## config.mk

```make
export PLATFORM = sky130hd
export DESIGN_NAME = cfd_bittime_gen
export DESIGN_NICKNAME = d
export VERILOG_FILES = /design/src/rtl/cfd_bt_pkg.sv /design/src/rtl/cfd_param_bank.sv /design/src/rtl/cfd_tq_div.sv /design/src/rtl/cfd_seg_ctr.sv /design/src/rtl/cfd_bittime_gen.sv
export SDC_FILE = /design/constraint.sdc
export NUM_CORES = 1
export LEC_CHECK = 0
export BUFFER_PORTS_ARGS = -buffer_cell sky130_fd_sc_hd__buf_2
export CAP_MARGIN = 20
export CORE_MARGIN = 3
export CORE_UTILIZATION = 51
export CTS_CLUSTER_DIAMETER = 60
export DETAILED_ROUTE_END_ITERATION = 12
export PLACE_DENSITY_LB_ADDON = 0.12
export SLEW_MARGIN = 5
export SYNTH_ARGS = -nofsm -noshare
export SYNTH_HDL_FRONTEND = slang
export SYNTH_SLANG_ARGS = --single-unit
```

## constraint.sdc

```tcl
create_clock -name clk -period 3.1 [get_ports clk]
set_clock_uncertainty 0.1 [all_clocks]
set_input_delay 0.155 -clock clk [delete_from_list [all_inputs] [get_ports clk]]
set_output_delay 0.155 -clock clk [all_outputs]
set_load 0.01 [all_outputs]
```

## src/rtl/cfd_bt_pkg.sv

```systemverilog
package cfd_bt_pkg;

   // number of parameter sets: index 0 nominal, index 1 data
   localparam int unsigned NUM_SETS = 2;

   typedef enum logic [1:0] {
      SEG_SYNC = 2'd0,
      SEG_PH1  = 2'd1,
      SEG_PH2  = 2'd2
   } seg_e;

   function automatic int unsigned wider(input int unsigned a, input int unsigned b);
      return (a > b) ? a : b;
   endfunction

endpackage

```

## src/rtl/cfd_param_bank.sv

```systemverilog
module cfd_param_bank
   import cfd_bt_pkg::*;
#(
   parameter int unsigned BRP_W = 10,
   parameter int unsigned TS1_W = 8,
   parameter int unsigned TS2_W = 7,
   localparam int unsigned SET_W = BRP_W + TS1_W + TS2_W
) (
   input  logic                         clk,
   input  logic                         rst_n,
   input  logic                         enable,
   input  logic                         cfg_we,
   input  logic                         cfg_sel,
   input  logic [BRP_W-1:0]             cfg_brp,
   input  logic [TS1_W-1:0]             cfg_tseg1,
   input  logic [TS2_W-1:0]             cfg_tseg2,
   input  logic                         use_data,
   output logic [BRP_W-1:0]             act_brp,
   output logic [TS1_W-1:0]             act_ts1,
   output logic [TS2_W-1:0]             act_ts2,
   output logic [NUM_SETS*SET_W-1:0]    all_sets
);

   logic [SET_W-1:0] set_q [NUM_SETS];

   for (genvar s = 0; s < NUM_SETS; s++) begin : g_set
      logic take;
      assign take = cfg_we && !enable && (cfg_sel == 1'(s));

      always_ff @(posedge clk or negedge rst_n) begin
         if (!rst_n) begin
            set_q[s] <= '0;
         end else if (take) begin
            set_q[s] <= {cfg_brp, cfg_tseg1, cfg_tseg2};
         end
      end

      assign all_sets[s*SET_W +: SET_W] = set_q[s];
   end

   logic [SET_W-1:0] act_set;
   assign act_set = use_data ? set_q[1] : set_q[0];

   assign act_brp = act_set[SET_W-1 -: BRP_W];
   assign act_ts1 = act_set[TS2_W +: TS1_W];
   assign act_ts2 = act_set[TS2_W-1:0];

endmodule

```

## src/rtl/cfd_tq_div.sv

```systemverilog
module cfd_tq_div #(
   parameter int unsigned BRP_W = 10
) (
   input  logic             clk,
   input  logic             rst_n,
   input  logic             run,
   input  logic             reload,
   input  logic [BRP_W-1:0] brp,
   output logic             tick,
   output logic             at_first
);

   logic [BRP_W-1:0] pc_q;

   assign tick     = run && (pc_q == brp);
   assign at_first = (pc_q == '0);

   always_ff @(posedge clk or negedge rst_n) begin
      if (!rst_n) begin
         pc_q <= '0;
      end else if (!run || reload || tick) begin
         pc_q <= '0;
      end else begin
         pc_q <= pc_q + BRP_W'(1);
      end
   end

endmodule

```

## src/rtl/cfd_seg_ctr.sv

```systemverilog
module cfd_seg_ctr
   import cfd_bt_pkg::*;
#(
   parameter int unsigned TS1_W = 8,
   parameter int unsigned TS2_W = 7,
   localparam int unsigned CNT_W = wider(TS1_W, TS2_W)
) (
   input  logic             clk,
   input  logic             rst_n,
   input  logic             run,
   input  logic             tick,
   input  logic             at_first,
   input  logic [TS1_W-1:0] ts1,
   input  logic [TS2_W-1:0] ts2,
   input  logic             phase_req,
   output logic             bit_start,
   output logic             sample_pt,
   output logic             phase_q,
   output logic             phase_flip
);

   seg_e             seg_q;
   logic [CNT_W-1:0] cnt_q;
   logic             seg_end;

   always_comb begin
      unique case (seg_q)
         SEG_SYNC: seg_end = 1'b1;
         SEG_PH1:  seg_end = (cnt_q == CNT_W'(ts1));
         SEG_PH2:  seg_end = (cnt_q == CNT_W'(ts2));
         default:  seg_end = 1'b1;
      endcase
   end

   assign bit_start  = run && (seg_q == SEG_SYNC) && at_first;
   assign sample_pt  = tick && (seg_q == SEG_PH1) && seg_end;
   assign phase_flip = sample_pt && (phase_req != phase_q);

   always_ff @(posedge clk or negedge rst_n) begin
      if (!rst_n) begin
         seg_q   <= SEG_SYNC;
         cnt_q   <= '0;
         phase_q <= 1'b0;
      end else if (!run) begin
         seg_q   <= SEG_SYNC;
         cnt_q   <= '0;
         phase_q <= 1'b0;
      end else if (tick) begin
         if (seg_end) begin
            cnt_q <= '0;
            unique case (seg_q)
               SEG_SYNC: seg_q <= SEG_PH1;
               SEG_PH1:  seg_q <= SEG_PH2;
               default:  seg_q <= SEG_SYNC;
            endcase
         end else begin
            cnt_q <= cnt_q + CNT_W'(1);
         end
         if (sample_pt) begin
            phase_q <= phase_req;
         end
      end
   end

endmodule

```

## src/rtl/cfd_bittime_gen.sv

```systemverilog
module cfd_bittime_gen
   import cfd_bt_pkg::*;
#(
   parameter int unsigned BRP_W = 10,
   parameter int unsigned TS1_W = 8,
   parameter int unsigned TS2_W = 7,
   localparam int unsigned SET_W = BRP_W + TS1_W + TS2_W
) (
   input  logic             clk,
   input  logic             rst_n,
   input  logic             enable,
   input  logic             cfg_we,
   input  logic             cfg_sel,
   input  logic [BRP_W-1:0] cfg_brp,
   input  logic [TS1_W-1:0] cfg_tseg1,
   input  logic [TS2_W-1:0] cfg_tseg2,
   input  logic             phase_req,
   output logic             tq_tick,
   output logic             bit_start,
   output logic             sample_pt,
   output logic             data_phase
);

   if (BRP_W < 1 || BRP_W > 16) begin : g_bad_brp
      $error("cfd_bittime_gen: BRP_W must lie in 1..16");
   end
   if (TS1_W < 1 || TS1_W > 16) begin : g_bad_ts1
      $error("cfd_bittime_gen: TS1_W must lie in 1..16");
   end
   if (TS2_W < 1 || TS2_W > 16) begin : g_bad_ts2
      $error("cfd_bittime_gen: TS2_W must lie in 1..16");
   end

   logic [BRP_W-1:0]          act_brp;
   logic [TS1_W-1:0]          act_ts1;
   logic [TS2_W-1:0]          act_ts2;
   logic [NUM_SETS*SET_W-1:0] all_sets;
   logic                      phase_q;
   logic                      phase_flip;
   logic                      at_first;

   cfd_param_bank #(
      .BRP_W (BRP_W),
      .TS1_W (TS1_W),
      .TS2_W (TS2_W)
   ) bank_i (
      .clk       (clk),
      .rst_n     (rst_n),
      .enable    (enable),
      .cfg_we    (cfg_we),
      .cfg_sel   (cfg_sel),
      .cfg_brp   (cfg_brp),
      .cfg_tseg1 (cfg_tseg1),
      .cfg_tseg2 (cfg_tseg2),
      .use_data  (phase_q),
      .act_brp   (act_brp),
      .act_ts1   (act_ts1),
      .act_ts2   (act_ts2),
      .all_sets  (all_sets)
   );

   cfd_tq_div #(
      .BRP_W (BRP_W)
   ) div_i (
      .clk      (clk),
      .rst_n    (rst_n),
      .run      (enable),
      .reload   (phase_flip),
      .brp      (act_brp),
      .tick     (tq_tick),
      .at_first (at_first)
   );

   cfd_seg_ctr #(
      .TS1_W (TS1_W),
      .TS2_W (TS2_W)
   ) seg_i (
      .clk        (clk),
      .rst_n      (rst_n),
      .run        (enable),
      .tick       (tq_tick),
      .at_first   (at_first),
      .ts1        (act_ts1),
      .ts2        (act_ts2),
      .phase_req  (phase_req),
      .bit_start  (bit_start),
      .sample_pt  (sample_pt),
      .phase_q    (phase_q),
      .phase_flip (phase_flip)
   );

   assign data_phase = enable && phase_q;

endmodule

```

==> results by group <==
Run
  • Max Cap Viol: 0

Worst setup path
  • Crit end category: output pin
  • Crit-path cells: buf_4 > mux4_2 > xor2_1 > a21oi_1 > and4_4 > o221ai_2 > nor2_2 > buf_2
  • Critical Path AT: 2.61 ns
  • Max stage delay on crit path: 0.53 ns
  • Flop-to-flop setup slack: 0.58 ns
  • Required @ worst endpoint: 2.84 ns
  • Slowest-stage cell, CP: dfrtp_2
  • Crit path max fanout: 9
  • Critical path type: flip-flop to output pin
  • Crit start category: flip-flop

CTS
  • Clk_lat worst skew: 0.33 ns
  • CTS H-tree depth: 3
  • CTS Sinks: 71
  • Root buffer selected by CTS: clkbuf_8
  • CTS max path bufs: 2
  • Clock slew at reported path FFs: 0.07 ns
  • TritonCTS buffer count: 9
  • CTS tree: yes

Timing
  • Worst slew margin: 60.6%
  • Final max-slew violation count: 0
  • Clock period minus worst slack: 2.87 ns
  • Fin Hold WS: 0.178 ns
  • RSZ-0062 raised after global routing: no
  • Setup TNS: 0 ns
  • Worst Max-Slew Pin Slew: 0.590 ns
  • Tcrit/Tclk final: 92.4%
  • Final hold viol count: 0
  • Max frequency: 0.349 GHz
  • Setup Viol. Count Final: 0

Finish
  • Diodes inserted: 0
  • Area grow syn2layout: 21.2%
  • Fin nets: 413
  • Design area: 0.00444 mm2
  • Layout cells sized above 1: 32.9%
  • Filler cell count: 556

Synth
  • Post-synth EDFFs: 0
  • Synthesized area per cell: 11.8 um2
  • Synth cell types: 43
  • Area contributors post-synth: dfrtp_1, mux2_2, mux2i_1
  • Synthesized instance count: 311
  • Count leader, synth: dfrtp_1
  • Sequential area share after synthesis: 48.5%
  • Commonest cells in the netlist: dfrtp_1, mux2_2, mux2i_1
  • Share of the synthesized area in the top cell type: 48.5%
  • Syn Std Cell Area: 0.00366 mm2
  • Ys async rst share: 100%
  • Leading area contributor after synthesis: dfrtp_1
  • Top FF cell, synth: dfrtp_1
  • Post-Syn Nets: 349
  • Synthesis Warnings: 0
  • Flops & latches, synth: 71

Detailed routing
  • WL/cell: 15.7 um
  • Final WL: 7450 um
  • Via count: 2525
  • Initial DRC Count: 149
  • TritonRoute pass-1 iters: 4
  • Via density: 5.30
  • Antenna Nets Post-Route: 0
  • DRC violations left: 0

Pwr
  • Logic pwr share: 15.6%
  • Sw power: 0.572 mW
  • Flop pwr share: 49.7%
  • Clock power share: 34.7%
  • PwrDens: 511 mW/mm2
  • Total power: 2.27 mW
  • Peak supply drop: 0.448 mV
  • Cell internal pwr: 1.69 mW
  • Net Sw Frac: 25.2%
  • Leak: 1.88 nW

Floorplanning
  • DIE AREA: 0.00823 mm2
  • Die X: 90.7 um
  • IO Count: 35
  • Initial Utilization: 53.3%
  • Core area: 0.00687 mm2
  • Die Span Y: 90.7 um
  • Rows: 30

Global route
  • Total gr overflow: 0
  • Overall routing resource usage: 19.8%
  • Initial antenna violation count: 0
  • Largest net degree at the start of global routing: 28
  • Vias in the first global route: 2626
  • First-pass GRT wire length: 13100 um

Placed design
  • GPL Wtd Cong: 0.877
  • Area post-placement: 0.00393 mm2
  • HPWL after DPL: 5150 um
  • PortBufs: 34

Min path
  • Type of the most critical hold path: input port to flip-flop

Run status
  • Status: finished clean
per-layer routing:
layer	up-vias	global-route usage, %	wire (um)
met1	1254	30.3	3740
met3	6	3.50	319
met5	-	0	0
met2	50	28.7	3340
met4	0	5.36	60
li1	1215	-	-
worst max-delay path, delay by kind of cell (launching register included):
family	cells	cell delay, ns
mux	1	0.53
compound gates	2	0.29
flops	1	0.53
xor+xnor	1	0.16
simple gates	2	0.41
buf+inv	2	0.37
placed cells by master (no fill, tap or decap), types with 2 or more instances in the layout:
cell	synthesis	routed
xor2_1	17	17
buf_4	0	10
ha_1	7	6
nand2_1	20	20
mux2_2	50	50
mux2i_1	22	22
and2_1	2	2
nand2b_1	5	5
nor2_2	1	2
nand3_1	15	15
nand4_1	5	5
dlygate4sd3_1	0	27
o211ai_1	6	6
and3_1	4	4
clkbuf_8	0	12
o21ai_0	5	5
a21oi_1	3	3
or2_2	2	2
xnor2_1	11	11
nor2b_1	2	2
inv_1	7	7
dfrtp_1	71	70
mux4_2	2	2
buf_2	3	34
nor2_1	18	17
cells by family (layout without fill, tap and decap cells):
kind of cell    Yosys count  count (layout)  share of synthesized area (%)
compound gates           23              23                           4.71
xor+xnor                 28              28                           6.70
fa+ha+maj                 7               7                           2.39
buf+inv                  25              94                           3.07
flops                    71              71                           48.5
mux                      74              74                           22.6
simple gates             83              83                           12.0
through the flow:
stage | setup WS [ns] | cells | utilization (%)
6_report | 0.235 | 476 | 64.6
3_3_place_gp | 0.358 | 431 | 57.2
4_1_cts | 0.145 | 474 | 64.3
2_1_floorplan | 0.751 | 311 | -
5_1_grt | 0.0607 | 476 | 64.6
3_5_place_dp | 0.399 | 431 | 57.2
path summary, 6_finish.rpt:
kind                                                  from                               to  depth (start not counted)
max                              seg_i.phase_q$_DFFE_PN0P_                        sample_pt                          8
min                                                 enable        seg_i.phase_q$_DFFE_PN0P_                          3
max reg2reg                      seg_i.phase_q$_DFFE_PN0P_          div_i.pc_q[3]$_DFF_PN0_                          8
min reg2reg                bank_i.all_sets[15]$_DFFE_PN0P_  bank_i.all_sets[15]$_DFFE_PN0P_                          1
max in group asynchronous                            rst_n        seg_i.phase_q$_DFFE_PN0P_                          3
min in group asynchronous                            rst_n       seg_i.cnt_q[4]$_DFFE_PN0P_                          2
cell type report:
class	instances	area [um2]	share of cell area [%]
clock inverters	4	51.3	1.16
well taps	96	120	2.71
inverters	7	26.3	0.592
repair buffers	71	515	11.6
clock buffers	12	165	3.72
multi-input cells	215	1780	40.2
flip-flops and latches	71	1780	40.1
state kept, by name, summed over array words and instances, names as in the netlist:
| signal | count |
|---|---|
| div_i.pc_q | 10 |
| seg_i.phase_q | 1 |
| seg_i.cnt_q | 8 |
| bank_i.all_sets | 50 |
| seg_i.seg_q | 2 |
power groups by stage:
stage / combinational, mW / clock, mW / sequential, mW
global placement: 0.317 / 0 / 1.15
global route: 0.395 / 0.847 / 1.15
CTS: 0.356 / 0.807 / 1.13
finish: 0.353 / 0.787 / 1.13
detailed placement: 0.328 / 0 / 1.15
floorplan: 0.244 / 0 / 1.12
what timing repair did:
item                                    in CTS  in global routing
setup buffers                                0                  2
hold buffers                                27                  0
resized for setup                            1                  2
endpoints found under the setup margin       1                  1
pin swaps                                    0                  1
hold endpoints to repair                    73                  0
No activity file was read; power rests on OpenSTA's default activity.
